[config.mk]
export PLATFORM = sky130hd
export DESIGN_NAME = irqx_top
export DESIGN_NICKNAME = d
export VERILOG_FILES = /design/src/rtl/irqx_pkg.sv /design/src/rtl/irqx_sync.sv /design/src/rtl/irqx_req_src.sv /design/src/rtl/irqx_ack_seq.sv /design/src/rtl/irqx_top.sv
export SDC_FILE = /design/constraint.sdc
export NUM_CORES = 1
export LEC_CHECK = 0
export CAP_MARGIN = 20
export CORE_AREA = 2 2 61 63
export CTS_CLUSTER_DIAMETER = 40
export DETAILED_ROUTE_END_ITERATION = 10
export DIE_AREA = 0 0 63 65
export PLACE_DENSITY = 0.74
export SYNTH_ARGS = -nofsm -noshare
export SYNTH_HDL_FRONTEND = slang
export SYNTH_HIERARCHICAL = 1
export SYNTH_SLANG_ARGS = --single-unit
[constraint.sdc]
create_clock -name clk -period 1.65 [get_ports clk]
set_input_delay 0.165 -clock clk [delete_from_list [all_inputs] [get_ports clk]]
set_output_delay 0.165 -clock clk [all_outputs]
set_load 0.01 [all_outputs]
[src/rtl/irqx_pkg.sv]
package irqx_pkg;

  typedef enum logic [1:0] {
    ACK_IDLE   = 2'd0,
    ACK_FIRST  = 2'd1,
    ACK_GAP    = 2'd2,
    ACK_SECOND = 2'd3
  } ack_state_e;

  // lowest vector number open to user handlers
  localparam int unsigned RSV_LIMIT = 32;

endpackage

[src/rtl/irqx_sync.sv]
module irqx_sync #(
  parameter int W = 5
) (
  input  logic         clk,
  input  logic         rst_n,
  input  logic [W-1:0] d,
  output logic [W-1:0] q
);

  logic [W-1:0] stage1_q;
  logic [W-1:0] stage2_q;

  always_ff @(posedge clk or negedge rst_n) begin
    if (!rst_n) begin
      stage1_q <= '0;
      stage2_q <= '0;
    end else begin
      stage1_q <= d;
      stage2_q <= stage1_q;
    end
  end

  assign q = stage2_q;

endmodule

[src/rtl/irqx_req_src.sv]
module irqx_req_src #(
  parameter int N_REQ = 5
) (
  input  logic             clk,
  input  logic             rst_n,
  input  logic             edge_mode,
  input  logic [N_REQ-1:0] mask,
  input  logic [N_REQ-1:0] act,
  input  logic [N_REQ-1:0] clr,
  output logic [N_REQ-1:0] pend
);

  logic [N_REQ-1:0] act_d_q;
  logic [N_REQ-1:0] lat_q;
  logic [N_REQ-1:0] lat_d;
  logic [N_REQ-1:0] rise;

  always_ff @(posedge clk or negedge rst_n) begin
    if (!rst_n) act_d_q <= '0;
    else        act_d_q <= act;
  end

  for (genvar i = 0; i < N_REQ; i++) begin : g_line
    // falling edge on the pin is a rising edge of the active-high copy
    assign rise[i] = act[i] & ~act_d_q[i];

    always_comb begin
      if (edge_mode) lat_d[i] = ((lat_q[i] & ~clr[i]) | rise[i]) & ~mask[i];
      else           lat_d[i] = 1'b0;
    end

    always_ff @(posedge clk or negedge rst_n) begin
      if (!rst_n) lat_q[i] <= 1'b0;
      else        lat_q[i] <= lat_d[i];
    end

    assign pend[i] = (edge_mode ? lat_q[i] : act[i]) & ~mask[i];

    // a captured line with no fresh edge is gone one cycle later
    a_r7_clear_drops: assert property (@(posedge clk) disable iff (!rst_n)
      (clr[i] && !rise[i]) |=> !lat_q[i]);

    // a masked line keeps no latched request
    a_r8_mask_discards: assert property (@(posedge clk) disable iff (!rst_n)
      mask[i] |=> !lat_q[i]);
  end

endmodule

[src/rtl/irqx_ack_seq.sv]
module irqx_ack_seq
  import irqx_pkg::*;
#(
  parameter int N_REQ = 5,
  parameter int VEC_W = 8
) (
  input  logic                   clk,
  input  logic                   rst_n,
  input  logic                   inta_n,
  input  logic [N_REQ-1:0]       pend,
  input  logic [VEC_W-N_REQ-1:0] base,
  output logic [N_REQ-1:0]       clr,
  output logic                   busy,
  output logic                   vec_oe,
  output logic [VEC_W-1:0]       vec_out
);

  ack_state_e       st_q, st_d;
  logic [VEC_W-1:0] vec_q, vec_d;
  logic             capture;

  always_comb begin
    st_d = st_q;
    unique case (st_q)
      ACK_IDLE:   if (!inta_n) st_d = ACK_FIRST;
      ACK_FIRST:  if (inta_n)  st_d = ACK_GAP;
      ACK_GAP:    if (!inta_n) st_d = ACK_SECOND;
      ACK_SECOND: if (inta_n)  st_d = ACK_IDLE;
      default:                 st_d = ACK_IDLE;
    endcase
  end

  assign capture = (st_q == ACK_IDLE) && !inta_n;

  always_comb begin
    vec_d = vec_q;
    if (capture) vec_d = {base, pend};
  end

  always_ff @(posedge clk or negedge rst_n) begin
    if (!rst_n) begin
      st_q  <= ACK_IDLE;
      vec_q <= '0;
    end else begin
      st_q  <= st_d;
      vec_q <= vec_d;
    end
  end

  assign clr     = capture ? pend : '0;
  assign busy    = (st_q != ACK_IDLE);
  assign vec_oe  = (st_q == ACK_SECOND);
  assign vec_out = vec_oe ? vec_q : '0;

  // the bus is enabled only after a low acknowledge was sampled
  a_r5_oe_after_pulse: assert property (@(posedge clk) disable iff (!rst_n)
    $rose(vec_oe) |-> !$past(inta_n));

  // the vector does not move while it is driven
  a_r6_vector_hold: assert property (@(posedge clk) disable iff (!rst_n)
    (vec_oe && $past(vec_oe)) |-> $stable(vec_out));

endmodule

[src/rtl/irqx_top.sv]
module irqx_top
  import irqx_pkg::*;
#(
  parameter int N_REQ = 5,
  parameter int VEC_W = 8
) (
  input  logic                   clk,
  input  logic                   rst_n,
  input  logic [N_REQ-1:0]       req_n,
  input  logic                   edge_mode,
  input  logic                   mask_we,
  input  logic [N_REQ-1:0]       mask_wdata,
  input  logic                   base_we,
  input  logic [VEC_W-N_REQ-1:0] base_wdata,
  input  logic                   inta_n,
  output logic                   intr,
  output logic [VEC_W-1:0]       data_out,
  output logic                   data_oe
);

  localparam int BASE_W = VEC_W - N_REQ;
  localparam logic [VEC_W-1:0] RSV_V = VEC_W'(RSV_LIMIT);

  // reset: asserted at once, released through two flops
  logic rst_meta_q, rst_sync_q;
  always_ff @(posedge clk or negedge rst_n) begin
    if (!rst_n) begin
      rst_meta_q <= 1'b0;
      rst_sync_q <= 1'b0;
    end else begin
      rst_meta_q <= 1'b1;
      rst_sync_q <= rst_meta_q;
    end
  end

  logic [N_REQ-1:0]  act_s;
  logic [N_REQ-1:0]  pend;
  logic [N_REQ-1:0]  clr;
  logic              busy;
  logic [N_REQ-1:0]  mask_q, mask_d;
  logic [BASE_W-1:0] base_q, base_d;
  logic              base_ok;

  irqx_sync #(.W(N_REQ)) i_sync (
    .clk   (clk),
    .rst_n (rst_sync_q),
    .d     (~req_n),
    .q     (act_s)
  );

  assign base_ok = ({base_wdata, {N_REQ{1'b0}}} >= RSV_V);

  always_comb begin
    mask_d = mask_q;
    base_d = base_q;
    if (mask_we)            mask_d = mask_wdata;
    if (base_we && base_ok) base_d = base_wdata;
  end

  always_ff @(posedge clk or negedge rst_sync_q) begin
    if (!rst_sync_q) begin
      mask_q <= '0;
      base_q <= '1;
    end else begin
      mask_q <= mask_d;
      base_q <= base_d;
    end
  end

  irqx_req_src #(.N_REQ(N_REQ)) i_src (
    .clk       (clk),
    .rst_n     (rst_sync_q),
    .edge_mode (edge_mode),
    .mask      (mask_q),
    .act       (act_s),
    .clr       (clr),
    .pend      (pend)
  );

  irqx_ack_seq #(.N_REQ(N_REQ), .VEC_W(VEC_W)) i_ack (
    .clk     (clk),
    .rst_n   (rst_sync_q),
    .inta_n  (inta_n),
    .pend    (pend),
    .base    (base_q),
    .clr     (clr),
    .busy    (busy),
    .vec_oe  (data_oe),
    .vec_out (data_out)
  );

  assign intr = !busy && (|pend);

  // once the processor acknowledges, the request output is withdrawn
  a_r4_intr_quiet_in_ack: assert property (@(posedge clk) disable iff (!rst_sync_q)
    !inta_n |=> !intr);

  // with every line masked nothing can interrupt
  a_r8_all_masked: assert property (@(posedge clk) disable iff (!rst_sync_q)
    (&mask_q) |-> !intr);

  // a driven vector never lies in the reserved range
  a_r9_vector_range: assert property (@(posedge clk) disable iff (!rst_sync_q)
    data_oe |-> (data_out >= RSV_V));

  // the bus carries zero whenever it is not enabled
  a_r5_bus_idle_zero: assert property (@(posedge clk) disable iff (!rst_sync_q)
    !data_oe |-> (data_out == '0));

endmodule

# Word-level counts from Yosys, hierarchy flattened
# Cells that the tools add are included.
[totals]
register_bits = 40
latch_bits = 0
ramBits = 0
mem_bits_ro = 0
in_bits = 19
out_inout_bits = 10
word_cells = 89
memories = 0
[classes]
n_addsub = 0
multipliers = 0
div = 0
magnitude_cmp = 1
n_eq_ne = 7
shift = 0
muxes = 17
n_bitwise = 41
n_reduce_logical = 9
[op_table]
columns = ["operator", "count"]
rows = [
  ["1-bit AND", 20],
  ["1-bit NOT", 15],
  ["1-bit 2-to-1 mux", 10],
  ["8-bit by 6-bit >= comparator with 1-bit output (second input constant)", 1],
  ["2-bit 2-to-1 mux", 4],
  ["8-bit 2-to-1 mux", 1],
  ["2-bit inequality test (second input constant)", 4],
  ["2-bit one-hot mux with 4 select lines", 1],
  ["5-bit 2-to-1 mux", 1],
  ["5-bit NOT", 1],
  ["1-bit OR", 5],
  ["5-bit OR reduction", 1],
  ["2-bit equality test (second input constant)", 2],
  ["4-bit AND reduction", 1],
  ["1-bit logical AND", 3],
  ["2-bit by 1-bit equality test with 1-bit output (second input constant)", 1],
  ["1-bit logical NOT", 2],
  ["2-bit logical NOT", 1],
  ["2-bit nonzero test", 1],
]

# Logic depth before layout (Yosys ltp)
[logic_depth]
ltp_word = 8
ltp_mapped = 8
depth_no_buf = 7

# Cells and area by module
# The synthesis kept the hierarchy.
[by_module_without_submodules]
columns = ["mod", "instances", "cells_per_inst", "area_each_um2", "seq_area_each_um2"]
rows = [
  ["irqx_ack_seq", 1, 47, 571.8, 250.2],
  ["irqx_req_src", 1, 41, 449.2, 250.2],
  ["irqx_top", 1, 30, 387.9, 254.0],
  ["irqx_sync", 1, 10, 250.2, 250.2],
]

# Worst setup path before layout
# OpenSTA, ideal clock, no wires.
[synth_path]
path_kind = "reg2reg"
from = "register i_ack.st_q[0]"
to = "register i_ack.vec_q[0]"
setup_time_ps = 125
arrival_ps = 1308
required_ps = 1525
setup_slack_ps = 217
stages_incl_launch_ff = 7
n_path_buf = 1
synth_period_minus_slack_ps = 1433
cell_sequence = "dfrtp_1 inv_1 ha_1 inv_2 nor2_4 buf_6 mux2_4"
[synth_via]
elab_chain_len = 2
[synth_rtl]
columns = ["element", "line_no", "text"]
rows = [
  ["from (decl)", "irqx_ack_seq.sv:18", "ack_state_e st_q, st_d;"],
  ["from (signal assigned)", "irqx_ack_seq.sv:45", "st_q <= st_d;"],
  ["2-bit logical NOT", "irqx_ack_seq.sv:33", "assign capture = (st_q == ACK_IDLE) && !inta_n;"],
  ["1-bit logical AND", "irqx_ack_seq.sv:33", ""],
  ["to (signal assigned)", "irqx_ack_seq.sv:46", "vec_q <= vec_d;"],
  ["to (decl)", "irqx_ack_seq.sv:19", "logic [VEC_W-1:0] vec_q, vec_d;"],
]
# Every way passes these cells.
# A chain may end at the register's enable or synchronous reset.

# Worst setup path after layout
[layout_path]
from = "register i_ack.st_q[1]"
to = "output intr"
[layout_via]
elab_chain_len = 3
[layout_rtl]
columns = ["element", "line_no", "text"]
rows = [
  ["2-bit nonzero test", "irqx_ack_seq.sv:51", "assign busy = (st_q != ACK_IDLE);"],
  ["via busy", "irqx_top.sv:39", "logic busy;"],
  ["1-bit logical NOT", "irqx_top.sv:92", "assign intr = !busy && (|pend);"],
  ["1-bit logical AND", "irqx_top.sv:92", ""],
  ["to (decl)", "irqx_top.sv:16", "output logic intr,"],
]
# The timed path passes the listed nets, and every way through them passes these cells.

==> impl_metrics.yaml <==
clock_tree:
  cts_buffer_depth: 2
  cts_sinks: 40
  clkLatencyLatePin_ps: 340
  cts_buffers: 5
  path_clk_slew_ps: 110
  cts_root_buffer: "clkbuf_4"
  cts_tree: "yes"
  cts-htree-levels: 2
timing:
  tns_ps: 0
  fin_hold_ws_ps: 251
  hold_viol: 0
  setup_viol: 0
  fin_crit_ps: 1630
  finClkSkew_ps: 4.62
  final.period_utilization_pct: 98.8
  fmax_mhz: 613
  rsz0062_at_grt: "yes"
  worst_slack_ps: 19.1
  drv_slew: 0
die:
  dieArea_mm2: 0.00410
  die_w_um: 63
  io_pins: 29
  core_mm2: 0.00350
  die_h_um: 65
  floorplan.initialDensity_pct: 47.5
  core.rowCount: 22
setup_path:
  crit_family: "flip-flops"
  cp_cell_sequence: "buf_4 > inv_2 > ha_4 > inv_2 > a21oi_1 > buf_2"
  cp.depth: 6
  critical_path_arrival_ps: 1470
  reg2reg_depth: 6
  end_kind: "output pin"
  cp_max_fo: 3
  crit_buf_inv: 4
  cp.required_ps: 1480
  crit_top_cell: "inv_2"
  cp-start-kind: "register"
  cp_slowest_stage_delay_ps: 430
  crit_slowest_cell: "dfrtp_1"
  crit_type: "reg -> out"
drt:
  drc_errors: 0
  vias: 1097
  drt_iter0_drc: 33
  first_pass_iters: 4
  avgRoutedWirePerCell_um: 12.4
  post_drt_via_cell_ratio: 4.83
  postRouteAntennaNets: 0
  routed_wl_um: 2810
placed_design:
  gp_congestion: 0.813
  portBuffers: 28
  dp_hpwl_um: 1960
  post-place-ws_ps: -344
logic_synthesis:
  yosys.area.top_type: "dfrtp_1"
  yosysSeqAreaShare_pct: 60.6
  synth_top_area_share_pct: 55.8
  syn-cell-area_mm2: 0.00166
  synth_most_common_cell: "dfrtp_1"
  synth.net_count: 151
  ys_warn_count: 6
  synth.distinct_cells: 23
  synth-edff-count: 0
  ys_ff_latch: 40
  ys_top_cells_by_count: "dfrtp_1, nand2b_1, and2_1"
  synthCells: 128
  netlist_top_cells_area: "dfrtp_1, nand2b_1, mux2_2, and2_1, dfstp_2"
  synth-async-reset-ratio_pct: 100
  syn_area_per_cell_um2: 13.0
  ys.flop_type: "dfrtp_1"
power:
  peakVddDrop_v: 0.000581
  finalPower_mw: 2.81
  p_per_area_mw_per_mm2: 1270
  p_leak_nw: 1.04
global_route:
  grt_pass1_vias: 1086
  antenna_found_initial: 0
  grt.total_usage_pct: 15.6
  grt_overflow: 0
  grt_start_max_net_pins: 39
  grt_pass1_wl_um: 4880
hold_path:
  hold_path_class: "in -> reg"
  min_path_cells: 4
finish:
  nets: 201
  antennaDiodeCount: 0
  utilization_pct: 63.0
  drive_gt1_share_pct: 30.7
  multi_input_area_um2: 627
  fillers: 292
  seq_area_mm2: 0.00101
  areaGrowthSynthToFinish_pct: 32.8
outcome:
  status: "completed"
flow_run:
  maxCapViolations: 0
## worst register-to-register path, stage by stage, from the launching register on
cell	delay (ps)
dfrtp_2	450
ha_4	180
buf_4	150
buf_4	130
nor3_2	140
a21oi_1	70
mux2_1	310
## what timing repair did
action | CTS | global route
gates resized for setup | 32 | 9
hold endpoints to repair | 2 | 0
hold buffers | 1 | 0
setup buffers | 6 | 0
setup endpoints to repair | 10 | 9
pin swaps | 1 | 2
## sequential cells by signal (all words and copies together), names as in the netlist
name,flops
i_src/lat_q,5
i_sync/stage1_q,5
mask_q,5
base_q,3
i_ack/vec_q,8
i_src/act_d_q,5
rst_meta_q,1
i_sync/q,5
i_ack/st_q,2
rst_sync_q,1
## placed cells by master (no fill, tap or decap), drive strengths merged
master          n
clkbuf         11
o22ai           1
dlygate4sd2     1
dfstp           3
clkinv          1
nor3            2
inv             8
o21ai           3
o31ai           1
a22o            3
clkdlybuf4s50  17
mux2i           5
bufinv          1
mux2           14
dlygate4sd3     1
ha              4
dfrtp          37
nand2b         15
a21oi           7
conb            1
dlymetal6s2s    1
buf            20
and2           13
nor2            9
## area by class of cell
type	instances	area share, %
clock inverter	2	1.59
tap	48	2.73
sequential	40	45.7
inverter	8	1.36
timing repair buffer	45	18.3
multi-input combinational	78	28.4
clock buffer	6	1.87
## per-stage QoR
step	cells	instance area, um^2
6_report	227	2200
5_1_grt	227	2200
4_1_cts	227	2240
3_3_place_gp	212	2080
2_1_floorplan	128	1660
3_5_place_dp	212	2080
## cells by family (layout without fill, tap and decap cells)
group	Yosys count	after routing	share of synthesized area, %
AO/OA/AOI/OAI	15	15	5.43
adder cells (fa/ha/maj)	4	4	3.02
buffers and inverters	10	61	3.17
flip-flops	40	40	60.6
multiplexers	19	19	13.7
other	1	1	0.226
AND/OR/NAND/NOR	39	39	14.0
## where the power goes
part / switching, mW / internal (mW) / total, mW
combinational: 0.377 / 0.553 / 0.930
sequential: 0.105 / 1.16 / 1.26
clock: 0.297 / 0.318 / 0.615
## final timing paths
| kind | slack [ps] | start | to |
|---|---|---|---|
| hold / removal | 250 | edge_mode | i_src/lat_q[2] |
| setup / recovery | 20 | i_ack/st_q[1] | intr |
| hold reg to reg | 280 | rst_sync_q | i_ack/vec_q[7] |
| max in group asynchronous | 1020 | rst_n | rst_meta_q |
| min in group asynchronous | 280 | rst_sync_q | i_ack/vec_q[7] |
| setup reg to reg | 110 | i_ack/st_q[0] | i_ack/st_q[1] |
## per-layer routing
metal	vias up	GRT usage [%]	part of all wire [%]
met2	26	25.7	50
met5	-	0	0
li1	524	-	-
met1	541	19.4	44
met3	6	5.56	5.0
met4	0	5.00	1.4
(Power assumes the default switching activity.)
